<file path="src/rtl/mbox_pkg.sv">
package mbox_pkg;

  typedef enum logic [2:0] {
    SEL_CMD  = 3'd0,
    SEL_CRC  = 3'd1,
    SEL_ADRH = 3'd2,
    SEL_ADRL = 3'd3,
    SEL_DATH = 3'd4,
    SEL_DATL = 3'd5
  } reg_sel_e;

  localparam int CMD_CLR_BIT  = 0;
  localparam int CMD_EXE_BIT  = 1;
  localparam int CMD_WR_BIT   = 2;
  localparam int CRC_W        = 16;
  localparam int MAX_STEP_W   = 32;
  localparam logic [CRC_W-1:0] CRC_POLY = 16'h1021;

  // Fold the top n bits of 'bits' into the CRC, MSB first.
  function automatic logic [CRC_W-1:0] crc_fold(input logic [CRC_W-1:0] crc_in,
                                                input logic [MAX_STEP_W-1:0] bits,
                                                input int n);
    logic [CRC_W-1:0] c;
    logic fb;
    c = crc_in;
    for (int i = 0; i < MAX_STEP_W; i++) begin
      if (i < n) begin
        fb = c[CRC_W-1] ^ bits[MAX_STEP_W-1-i];
        c  = {c[CRC_W-2:0], 1'b0} ^ (fb ? CRC_POLY : '0);
      end
    end
    return c;
  endfunction

endpackage

</file>
<file path="src/rtl/mbox_regs.sv">
module mbox_regs
  import mbox_pkg::*;
#(
  parameter int REG_W = 16,
  parameter int SEL_W = 3
) (
  input  logic                 clk,
  input  logic                 rst_n,
  input  logic [SEL_W-1:0]     reg_sel,
  input  logic [REG_W-1:0]     reg_wdata,
  input  logic                 reg_we,
  input  logic                 busy,
  output logic [2*REG_W-1:0]   ptr,
  output logic [2*REG_W-1:0]   staged,
  output logic                 commit_evt,
  output logic                 crc_clr_evt
);
  localparam int WORD_W     = 2 * REG_W;
  localparam int BYTE_STEP  = WORD_W / 8;
  localparam int ALIGN_BITS = $clog2(BYTE_STEP);

  logic cmd_accept;
  logic wr_adrh, wr_adrl;

  assign cmd_accept  = reg_we && (reg_sel == SEL_W'(SEL_CMD)) && !busy;
  assign commit_evt  = cmd_accept && reg_wdata[CMD_EXE_BIT] && reg_wdata[CMD_WR_BIT];
  assign crc_clr_evt = cmd_accept && reg_wdata[CMD_CLR_BIT];
  assign wr_adrh     = reg_we && (reg_sel == SEL_W'(SEL_ADRH));
  assign wr_adrl     = reg_we && (reg_sel == SEL_W'(SEL_ADRL));

  // Address pointer: loaded in halves, advanced by one word per commit.
  always_ff @(posedge clk or negedge rst_n) begin
    if (!rst_n) begin
      ptr <= '0;
    end else if (commit_evt) begin
      ptr <= ptr + WORD_W'(BYTE_STEP);
    end else if (wr_adrh) begin
      ptr[WORD_W-1:REG_W] <= reg_wdata;
    end else if (wr_adrl) begin
      ptr[REG_W-1:0] <= {reg_wdata[REG_W-1:ALIGN_BITS], {ALIGN_BITS{1'b0}}};
    end
  end

  // Staged data halves: half 1 is the upper half.
  for (genvar h = 0; h < 2; h++) begin : g_half
    localparam logic [SEL_W-1:0] HALF_SEL = (h == 1) ? SEL_W'(SEL_DATH) : SEL_W'(SEL_DATL);
    logic [REG_W-1:0] half_q;
    always_ff @(posedge clk or negedge rst_n) begin
      if (!rst_n)
        half_q <= '0;
      else if (reg_we && (reg_sel == HALF_SEL))
        half_q <= reg_wdata;
    end
    assign staged[h*REG_W +: REG_W] = half_q;
  end

endmodule

</file>
<file path="src/rtl/mbox_crc_engine.sv">
module mbox_crc_engine
  import mbox_pkg::*;
#(
  parameter int WORD_W    = 32,
  parameter int STEP_BITS = 8
) (
  input  logic              clk,
  input  logic              rst_n,
  input  logic              load,
  input  logic              clear,
  input  logic [WORD_W-1:0] word,
  output logic [CRC_W-1:0]  crc,
  output logic              busy,
  output logic              step_evt
);
  localparam int NSTEP = WORD_W / STEP_BITS;
  localparam int CNT_W = $clog2(NSTEP + 1);

  logic [WORD_W-1:0] sh_q;
  logic [CNT_W-1:0]  cnt_q;
  logic [MAX_STEP_W-1:0] step_bits;

  assign busy     = (cnt_q != '0);
  assign step_evt = busy;
  assign step_bits = MAX_STEP_W'(sh_q[WORD_W-1 -: STEP_BITS]) << (MAX_STEP_W - STEP_BITS);

  always_ff @(posedge clk or negedge rst_n) begin
    if (!rst_n) begin
      crc <= '0;
    end else if (clear) begin
      crc <= '0;
    end else if (step_evt) begin
      crc <= crc_fold(crc, step_bits, STEP_BITS);
    end
  end

  always_ff @(posedge clk or negedge rst_n) begin
    if (!rst_n) begin
      sh_q  <= '0;
      cnt_q <= '0;
    end else if (load) begin
      sh_q  <= word;
      cnt_q <= CNT_W'(NSTEP);
    end else if (step_evt) begin
      sh_q  <= sh_q << STEP_BITS;
      cnt_q <= cnt_q - 1'b1;
    end
  end

endmodule

</file>
<file path="src/rtl/mbox_mem_port.sv">
module mbox_mem_port #(
  parameter int WORD_W = 32
) (
  input  logic              clk,
  input  logic              rst_n,
  input  logic              commit,
  input  logic [WORD_W-1:0] ptr,
  input  logic [WORD_W-1:0] staged,
  output logic [WORD_W-1:0] mem_addr,
  output logic [WORD_W-1:0] mem_wdata,
  output logic              mem_we
);
  always_ff @(posedge clk or negedge rst_n) begin
    if (!rst_n) begin
      mem_we    <= 1'b0;
      mem_addr  <= '0;
      mem_wdata <= '0;
    end else begin
      mem_we <= commit;
      if (commit) begin
        mem_addr  <= ptr;
        mem_wdata <= staged;
      end
    end
  end
endmodule

</file>
<file path="src/rtl/mbox_mem_writer.sv">
module mbox_mem_writer
  import mbox_pkg::*;
#(
  parameter int REG_W     = 16,
  parameter int SEL_W     = 3,
  parameter int STEP_BITS = 8
) (
  input  logic               clk,
  input  logic               rst_n,
  input  logic [SEL_W-1:0]   reg_addr,
  input  logic [REG_W-1:0]   reg_wdata,
  input  logic               reg_we,
  output logic [REG_W-1:0]   reg_rdata,
  output logic [2*REG_W-1:0] mem_addr,
  output logic [2*REG_W-1:0] mem_wdata,
  output logic               mem_we
);
  localparam int WORD_W = 2 * REG_W;

  logic [WORD_W-1:0] ptr;
  logic [WORD_W-1:0] staged;
  logic              commit_evt;
  logic              crc_clr_evt;
  logic              busy;
  logic              step_evt;
  logic [CRC_W-1:0]  crc_val;

  mbox_regs #(.REG_W(REG_W), .SEL_W(SEL_W)) u_regs (
    .clk         (clk),
    .rst_n       (rst_n),
    .reg_sel     (reg_addr),
    .reg_wdata   (reg_wdata),
    .reg_we      (reg_we),
    .busy        (busy),
    .ptr         (ptr),
    .staged      (staged),
    .commit_evt  (commit_evt),
    .crc_clr_evt (crc_clr_evt)
  );

  mbox_crc_engine #(.WORD_W(WORD_W), .STEP_BITS(STEP_BITS)) u_crc (
    .clk      (clk),
    .rst_n    (rst_n),
    .load     (commit_evt),
    .clear    (crc_clr_evt),
    .word     (staged),
    .crc      (crc_val),
    .busy     (busy),
    .step_evt (step_evt)
  );

  mbox_mem_port #(.WORD_W(WORD_W)) u_mem (
    .clk       (clk),
    .rst_n     (rst_n),
    .commit    (commit_evt),
    .ptr       (ptr),
    .staged    (staged),
    .mem_addr  (mem_addr),
    .mem_wdata (mem_wdata),
    .mem_we    (mem_we)
  );

  always_comb begin
    reg_rdata = '0;
    case (reg_addr)
      SEL_W'(SEL_CMD):  reg_rdata[REG_W-1] = busy;
      SEL_W'(SEL_CRC):  reg_rdata = REG_W'(crc_val);
      SEL_W'(SEL_ADRH): reg_rdata = ptr[WORD_W-1:REG_W];
      SEL_W'(SEL_ADRL): reg_rdata = ptr[REG_W-1:0];
      SEL_W'(SEL_DATH): reg_rdata = staged[WORD_W-1:REG_W];
      SEL_W'(SEL_DATL): reg_rdata = staged[REG_W-1:0];
      default:          reg_rdata = '0;
    endcase
  end

endmodule

</file>
<file path="config.mk">
export PLATFORM = sky130hd
export DESIGN_NAME = mbox_mem_writer
export DESIGN_NICKNAME = d
export VERILOG_FILES = /design/src/rtl/mbox_pkg.sv /design/src/rtl/mbox_regs.sv /design/src/rtl/mbox_crc_engine.sv /design/src/rtl/mbox_mem_port.sv /design/src/rtl/mbox_mem_writer.sv
export SDC_FILE = /design/constraint.sdc
export NUM_CORES = 1
export LEC_CHECK = 0
export BUFFER_PORTS_ARGS = -buffer_cell sky130_fd_sc_hd__buf_4
export CORE_ASPECT_RATIO = 0.6
export CORE_UTILIZATION = 50
export CTS_CLUSTER_DIAMETER = 80
export DETAILED_ROUTE_END_ITERATION = 10
export HOLD_SLACK_MARGIN = 0.02
export PLACE_DENSITY = 0.79
export SYNTH_ARGS = -nofsm -noshare
export SYNTH_HDL_FRONTEND = slang
export SYNTH_SLANG_ARGS = --single-unit
</file>
<file path="constraint.sdc">
create_clock -name clk -period 2.9 [get_ports clk]
set_input_delay 0.435 -clock clk [delete_from_list [all_inputs] [get_ports clk]]
set_output_delay 0.435 -clock clk [all_outputs]
set_load 0.01 [all_outputs]
</file>
# After elaboration in Yosys (flattened, before gate mapping)
# Index checks and enable logic that the tools add are counted.
# word_totals
regBits	180
word_cells	85
# classes
add_sub_neg	2
eq_ne	6
muxes	34
bitwise	16
reduce_logical	17
# op_table
op	n
two-way mux 16 bit	19
XOR 16 bit	8
two-way mux 13 bit	8
two-way mux 32 bit	3
case mux 15 bit (5 select lines)	1
adder 32 x 3 -> 32 bit (second input constant)	1
logical AND 1 bit	9
nonzero test 2 bit	4
XOR 1 bit	8
equality test 3 x 2 -> 1 bit (second input constant)	2
equality test 3 bit (second input constant)	2
two-way mux 3 bit	2
case mux 1 bit (6 select lines)	1
equality test 3 x 1 -> 1 bit (second input constant)	1
logical NOT 3 bit	1
nonzero test 3 bit	1
subtractor 3 x 1 -> 3 bit (second input constant)	1
!= test 2 x 1 -> 1 bit (second input constant)	1
AND reduction 2 bit	1
logical NOT 1 bit	1

# Depth between registers and ports, before layout
# Gate-level depths: netlist of the first run.
# logic_depth
ltp_word	40
mapped_depth	9
mapped_depth_nobuf	7

# Modules after synthesis
# A second synthesis of the first run with hierarchy kept.
# hier_totals
hier_cells	745
area_unflattened_um2	9268.9
# modules_own_cells
mod	n_inst	cells_per_inst	area_per_inst_um2	seq_area_each_um2
mbox_regs	1	281	3165.5	1551.5
mbox_mem_port	1	136	2703.8	1626.6
mbox_crc_engine	1	237	2612.5	1276.2
mbox_mem_writer	1	91	787.0	0.0

# Least setup slack after synthesis of the first run
# Ideal clock, no wire load.
# synth_path
path_type	input -> output
startpoint	in reg_addr[0]
endpoint	out reg_rdata[10]
arrival_ns	1.811
required_time_ns	2.465
slack_ns	0.654
path_stages	6
n_path_buf	4
cell_sequence	buf_2 > buf_2 > clkbuf_1 > buf_2 > mux2i_1 > o22ai_1
# synth_between
elab_chain_cells	2
elab_cells_between_ends	6
# synth_lines
item	line	rtl
start, declared	mbox_mem_writer.sv:10	input logic [SEL_W-1:0] reg_addr,
equality test 3 bit, or another cell as far along	mbox_mem_writer.sv:65	case (reg_addr)
case mux 15 bit (5 select lines) *	mbox_mem_writer.sv:65	
end, declared	mbox_mem_writer.sv:13	output logic [REG_W-1:0] reg_rdata,
# Every way passes the cells marked *; elsewhere a longest branch is shown, timed or not.

# Worst setup path after layout of the first run
# layout_path
startpoint	reg u_crc.cnt_q[0]
endpoint	out reg_rdata[15]
# layout_between
elab_chain_cells	2
# layout_lines
item	line	rtl
start, declared	mbox_crc_engine.sv:20	logic [CNT_W-1:0] cnt_q;
start signal, assigned	mbox_crc_engine.sv:43	cnt_q <= CNT_W'(NSTEP);
start signal, assigned	mbox_crc_engine.sv:46	cnt_q <= cnt_q - 1'b1;
nonzero test 3 bit	mbox_crc_engine.sv:23	assign busy = (cnt_q != '0);
case mux 1 bit (6 select lines)	mbox_mem_writer.sv:65	
# Every way passes these cells.

==> results.json, run 1 <==
{
  "slowest_delay_ns": 0.56,
  "timing.critical_path.from": "u_crc.cnt_q[0]",
  "die_x_um": 169,
  "critical_path_class": "reg -> out",
  "crit_end": "reg_rdata[15]",
  "antenna_found_initial": 1,
  "fin_setup_tns_ns": 0,
  "first_pass_iters": 5,
  "wl_per_cell_um": 22.5,
  "area.growth.synth_to_final_pct": 19.5,
  "grt-ovfl-total": 0,
  "reg2regPathDepth": 8,
  "cts_tree": "done",
  "fin_crit_ns": 2.79,
  "ys_warn_count": 0,
  "path_cells": "inv_1 > ha_1 > nand2b_2 > mux4_2 > o21a_1 > buf_4",
  "synth_edf_count": 0,
  "drc": 0,
  "io_pins": 103,
  "row_count": 36,
  "grt_util_all_layers": 0.314,
  "synth_top_area_frac": 0.524,
  "worstPathRequired_ns": 2.47,
  "timing.fmax_mhz": 358,
  "place.gp.congestion": 1.02,
  "reg2reg_from": "u_crc.cnt_q[0]",
  "fin_crit_sh": 0.963,
  "grt_max_degree": 61,
  "antennaDiodeCount": 0,
  "grt_setup_unrepaired": "false",
  "worstSetupEndpointType": "output pin",
  "drv_cap": 0,
  "hold_ws_ns": 0.290,
  "drt-total-wl_um": 25900,
  "cts_resized": 0,
  "final_util": 0.614,
  "maxSlewViolCount": 0,
  "die_h_um": 102,
  "initial_core_util": 0.514,
  "min_path_type": "in -> reg",
  "io_buffers": 100,
  "synthCells": 824,
  "synth_flop_cell": "dfrtp_1",
  "via_count": 6922,
  "start_kind": "flop",
  "synth-seq-area-share": 0.524,
  "hold_viol_final": 0,
  "min-delay-start": "reg_wdata[8]",
  "grt_pass1_vias": 6463,
  "finalSetupViolations": 0,
  "cts_root_buf": "clkbuf_16",
  "status": "finished, final reports clean",
  "cts_setup_buffers": 0,
  "power.leakage_nw": 4.94,
  "synthDistinctLibCells": 68,
  "rr_endpoint": "u_regs.ptr[16]",
  "worstPathArrival_ns": 2.36,
  "cts_sinks": 176,
  "syn_area_sq_um": 8410,
  "grt_pass1_wl_um": 39600,
  "crit_slowest_cell": "mux4_2",
  "crit_fanout": 11,
  "hold_buffers": 1,
  "reg2reg_slack_ns": 0.51,
  "ys_top_cells_by_area": "dfrtp_1 (52%), nand2_1 (9.4%), mux2_2 (5.8%)",
  "power_density_nw_per_um2": 791,
  "htreeDepth": 4,
  "dp_hpwl_um": 18400,
  "final_layout_size_suffix_gt1_frac": 0.230,
  "async_reset_ff_frac": 1.00,
  "die_area_sq_um": 17400,
  "worst_pin_slew_ns": 0.940,
  "synth_seq_cells": 176,
  "routed_via_density": 6.00,
  "slew_headroom": 0.374,
  "fp.coreArea_sq_um": 16400,
  "drt_iter0_drc": 865,
  "layout.nets": 937,
  "peakVddDrop_mv": 0.394,
  "syn-mean-instance-area_sq_um": 10.2,
  "cts.path.max_buffers": 2,
  "clock_skew_ns": 0.0117,
  "synth_top_cell_by_area": "dfrtp_1",
  "cts_buffers": 17,
  "clkSlewWorstSetupHoldPaths_ns": 0.08,
  "antenna_left": 0,
  "clk_latency_ns": 0.44
}
==> final cells by class <==
| class | count | area [sq um] |
|---|---|---|
| fill | 1338 | 6310 |
| sequential | 176 | 4400 |
| multi-input combinational | 584 | 3740 |
| timing repair buffer | 122 | 960 |
| clock buffer | 17 | 425 |
| tap | 228 | 285 |
| clock inverter | 15 | 184 |
| inverter | 11 | 41.3 |
==> cells by family after synthesis <==
logic type | count (synthesis) | share of synthesized area
DFF | 176 | 0.524
other | 1 | 0.000446
muxes | 86 | 0.110
AOI/OAI and AO/OA | 153 | 0.126
adders and majority gates | 3 | 0.00447
and+or+nand+nor | 315 | 0.175
buffers and inverters | 65 | 0.0332
xor gates and xnor gates | 25 | 0.0260
==> flip-flops by register name, indices dropped and copies added (netlist names) <==
register	cells
u_crc.crc	16
u_mem.mem_addr	30
u_mem.mem_wdata	32
u_regs.ptr	30
u_mem.mem_we	1
u_crc.sh_q	32
u_crc.cnt_q	3
u_regs.g_half.half_q	32
==> critical path, delay by kind of cell, from the launching register on <==
family          cells  cell delay [ns]
mux                 1             0.56
flops               1             0.36
fa+ha+maj           1             0.28
buf+inv             2             0.26
simple gates        1             0.25
compound gates      1             0.21
==> layout by cell type, fill, tap and decap left out, types with 7 or more instances in the layout <==
cell       instances
nand3_1           21
nor2_1            16
mux2i_1           42
o21ai_0           50
buf_4            117
dfrtp_1          176
nor3_1             7
o211ai_1           7
mux2_2            43
a22o_1            18
clkbuf_16         17
inv_1             10
nand2_1          209
nand4_1            7
a22oi_1           20
o22ai_1           13
xnor2_1           19
==> synth_stat cells (7+ instances only) <==
cell      number
a22o_1        18
a22oi_1       20
buf_1          8
buf_2         16
clkbuf_1      27
dfrtp_1      176
inv_1         11
mux2_2        43
mux2i_1       42
nand2_1      210
nand3_1       21
nand4_1        7
nor2_1        16
nor3_1         7
o211ai_1       7
o21ai_0       50
o22ai_1       13
xnor2_1       19
==> report_power, final <==
| part | leakage (nW) | total (mW) | internal (mW) | switching [mW] |
|---|---|---|---|---|
| combinational | 2.36 | 2.07 | 1.01 | 1.06 |
| sequential | 2.29 | 3.53 | 2.92 | 0.610 |
| clock | 0.289 | 2.34 | 1.17 | 1.17 |
==> worst min path at each step <==
stage	endpoint	slack, ns	depth (start not counted)
after global placement	u_mem.mem_addr[19]	0.45	1
after detailed placement	u_mem.mem_addr[19]	0.44	1
final	u_regs.g_half[1].half_q[8]	0.29	2
after floorplan	u_crc.cnt_q[0]	0.14	0
after global routing	u_regs.g_half[1].half_q[8]	0.28	2
after CTS	u_regs.g_half[1].half_q[8]	0.28	2
==> routing by layer <==
layer / up-vias / wire length [um] / GRT usage / share of wire
li1: 3113 / - / - / -
met1: 3383 / 11900 / 0.481 / 0.46
met2: 391 / 10100 / 0.405 / 0.39
met3: 35 / 3370 / 0.115 / 0.13
met4: 0 / 510 / 0.0977 / 0.020
met5: - / 0 / 0 / 0
==> metrics by stage <==
step	setup WS, ns	power [mW]	cells	instance area (sq um)
finish	0.107	7.95	1153	10000
global route	0.0208	8.28	1153	10000
CTS	0.110	7.92	1153	10000
detailed placement	0.442	5.57	1120	9420
global placement	0.476	5.52	1120	9420
floorplan	0.654	4.70	825	8410
Power figures use the tool's default switching activity.
==> run 2, diff against run 1 <==
SYNTH_HIERARCHICAL = 1   (was default)
==> run 2 against run 1 <==
Utilization shrank 2.0 points. Register-to-register slack lost 0.11 ns. Clock-buffer cell count grew 4. Critical endpoint is now reg_rdata[12]. Clock power shrank 2%. Wire length grew 0.99%. Worst hold slack lost 0.011 ns. Combinational power grew 22%. First-iteration DRC count grew 7.3%. Sequential share of layout area shrank 2.5 points.
==> results.json, run 2 <==
{
  "antennaDiodeCount": 0,
  "worstSetupEndpointType": "output pin",
  "dp_cells": 1054,
  "synthCells": 744,
  "row_count": 38,
  "fin_crit_ns": 2.62,
  "p_int_mw": 5.67,
  "first_pass_iters": 7,
  "routed_via_density": 6.33,
  "total_power_mw": 8.47,
  "netSwitchingPower_mw": 2.81,
  "crit_slowest_cell": "nor2b_4",
  "cp_top_family": "buffers and inverters",
  "io_pins": 103,
  "crit_top_cell": "buf_4",
  "fin_crit_sh": 0.905,
  "clkSlewWorstSetupHoldPaths_ns": 0.07,
  "drv_cap": 0,
  "post-place-ws_ns": 0.378,
  "syn-mean-instance-area_sq_um": 12.4,
  "power_density_nw_per_um2": 787,
  "cts_buffers": 17,
  "ys_warn_count": 6,
  "fin_cells": 1086,
  "power_frac_seq": 0.431,
  "grt_setup_unrepaired": "false",
  "grt_use_met2": 0.376,
  "cts_sinks": 178,
  "final_cell_mix": "dfrtp_1 (178), buf_4 (114), nand2_1 (78)",
  "status": "finished, final reports clean",
  "crit_fanout": 18,
  "grt_pass1_wl_um": 40000,
  "fp.coreArea_sq_um": 18100,
  "drc": 0,
  "final_layout_size_suffix_gt1_frac": 0.353,
  "wl_per_cell_um": 24.1,
  "regArea_sq_um": 4450,
  "critPathBufInv": 3,
  "clk_latency_ns": 0.43,
  "cts_resized": 0,
  "clock_skew_ns": 0.0107,
  "dp_hpwl_um": 18200,
  "worstPathArrival_ns": 2.19,
  "place.gp.congestion": 0.967,
  "comb_power_share": 0.299,
  "n_fill_cell": 1438,
  "switching_share": 0.331,
  "place_area_sq_um": 10200,
  "htreeDepth": 4,
  "initial_core_util": 0.511,
  "antenna_left": 0,
  "pwr-share-clk": 0.270,
  "drt_iter0_drc": 928,
  "hold_viol_final": 0,
  "cts_tree": "done",
  "finalSetupViolations": 0,
  "min_path_type": "in -> reg",
  "worstPathRequired_ns": 2.47,
  "io_buffers": 102,
  "slew_headroom": 0.400,
  "layout_setup_ws_ns": 0.275,
  "syn_area_sq_um": 9260,
  "use_met1": 0.440,
  "cts.path.max_buffers": 2,
  "multi_input_area_sq_um": 4410,
  "layout.nets": 860,
  "hold_ws_ns": 0.280,
  "drt-total-wl_um": 26200,
  "mostFrequentLayoutCell": "dfrtp_1",
  "final_util": 0.594,
  "grt-busiest-layer": "met1",
  "via_count": 6869,
  "path_cells": "buf_4 > nor2b_4 > buf_4 > a221oi_2 > o31ai_2 > buf_4",
  "slowest_delay_ns": 0.46,
  "fin_setup_tns_ns": 0,
  "grt_pass1_vias": 6395,
  "grt_util_all_layers": 0.287,
  "peakVddDrop_mv": 0.542,
  "maxSlewViolCount": 0,
  "die_area_sq_um": 19100,
  "power.leakage_nw": 4.94,
  "start_kind": "input port",
  "antenna_found_initial": 0,
  "cts_root_buf": "clkbuf_16",
  "timing.fmax_mhz": 381,
  "die_x_um": 178,
  "critical_path_class": "in -> out",
  "grt_max_degree": 65,
  "grt-ovfl-total": 0,
  "final_area_sq_um": 10800,
  "area.growth.synth_to_final_pct": 16.2,
  "die_h_um": 107,
  "worst_pin_slew_ns": 0.895,
  "grt_util_met3": 0.110
}
-- run 2: what timing repair did --
| item | CTS | global route |
|---|---|---|
| setup buffers | 0 | 0 |
| hold buffers | 1 | 0 |
| endpoints found under the hold margin | 56 | 0 |
-- run 2: cell type report --
class,instances,area share
inverters,9,0.00360
repair buffers,121,0.0908
clock inverters,10,0.00930
well taps,240,0.0279
flip-flops and latches,178,0.414
multi-input cells,507,0.410
clock buffers,21,0.0446
-- run 2: power groups by stage --
stage / Sequential, mW / Combinational, mW / Clock (mW)
5_1_grt: 3.71 / 2.72 / 2.42
3_5_place_dp: 3.67 / 2.49 / 0
4_1_cts: 3.63 / 2.51 / 2.32
2_1_floorplan: 3.47 / 1.76 / 0
3_3_place_gp: 3.65 / 2.44 / 0
6_report: 3.65 / 2.53 / 2.29
-- run 2: worst paths after layout --
path	start	slack, ns	endpoint	cells after the start
setup / recovery	reg_addr[1]	0.28	reg_rdata[12]	6
hold / removal	reg_wdata[2]	0.28	u_regs/ptr[18]	2
setup reg to reg	u_crc/cnt_q[1]	0.40	u_regs/ptr[8]	10
hold reg to reg	u_mem/mem_addr[1]	0.51	u_mem/mem_addr[1]	1
max in group asynchronous	rst_n	1.59	u_mem/mem_addr[28]	3
min in group asynchronous	rst_n	0.54	u_mem/mem_wdata[12]	2
-- run 2: layer usage --
| metal | wire [um] | part of all wire |
|---|---|---|
| met1 | 11900 | 0.46 |
| met2 | 10500 | 0.40 |
| met3 | 3340 | 0.13 |
| met4 | 342 | 0.013 |
| met5 | 24 | 0.00092 |
-- run 2: worst reg2reg max path: cells and delay by family (launching register included) --
family / cells / cell delay, ns
adder cells (fa/ha/maj): 1 / 0.16
AND/OR/NAND/NOR: 3 / 0.68
flip-flops: 1 / 0.38
buffers and inverters: 4 / 0.75
AO/OA/AOI/OAI: 2 / 0.42
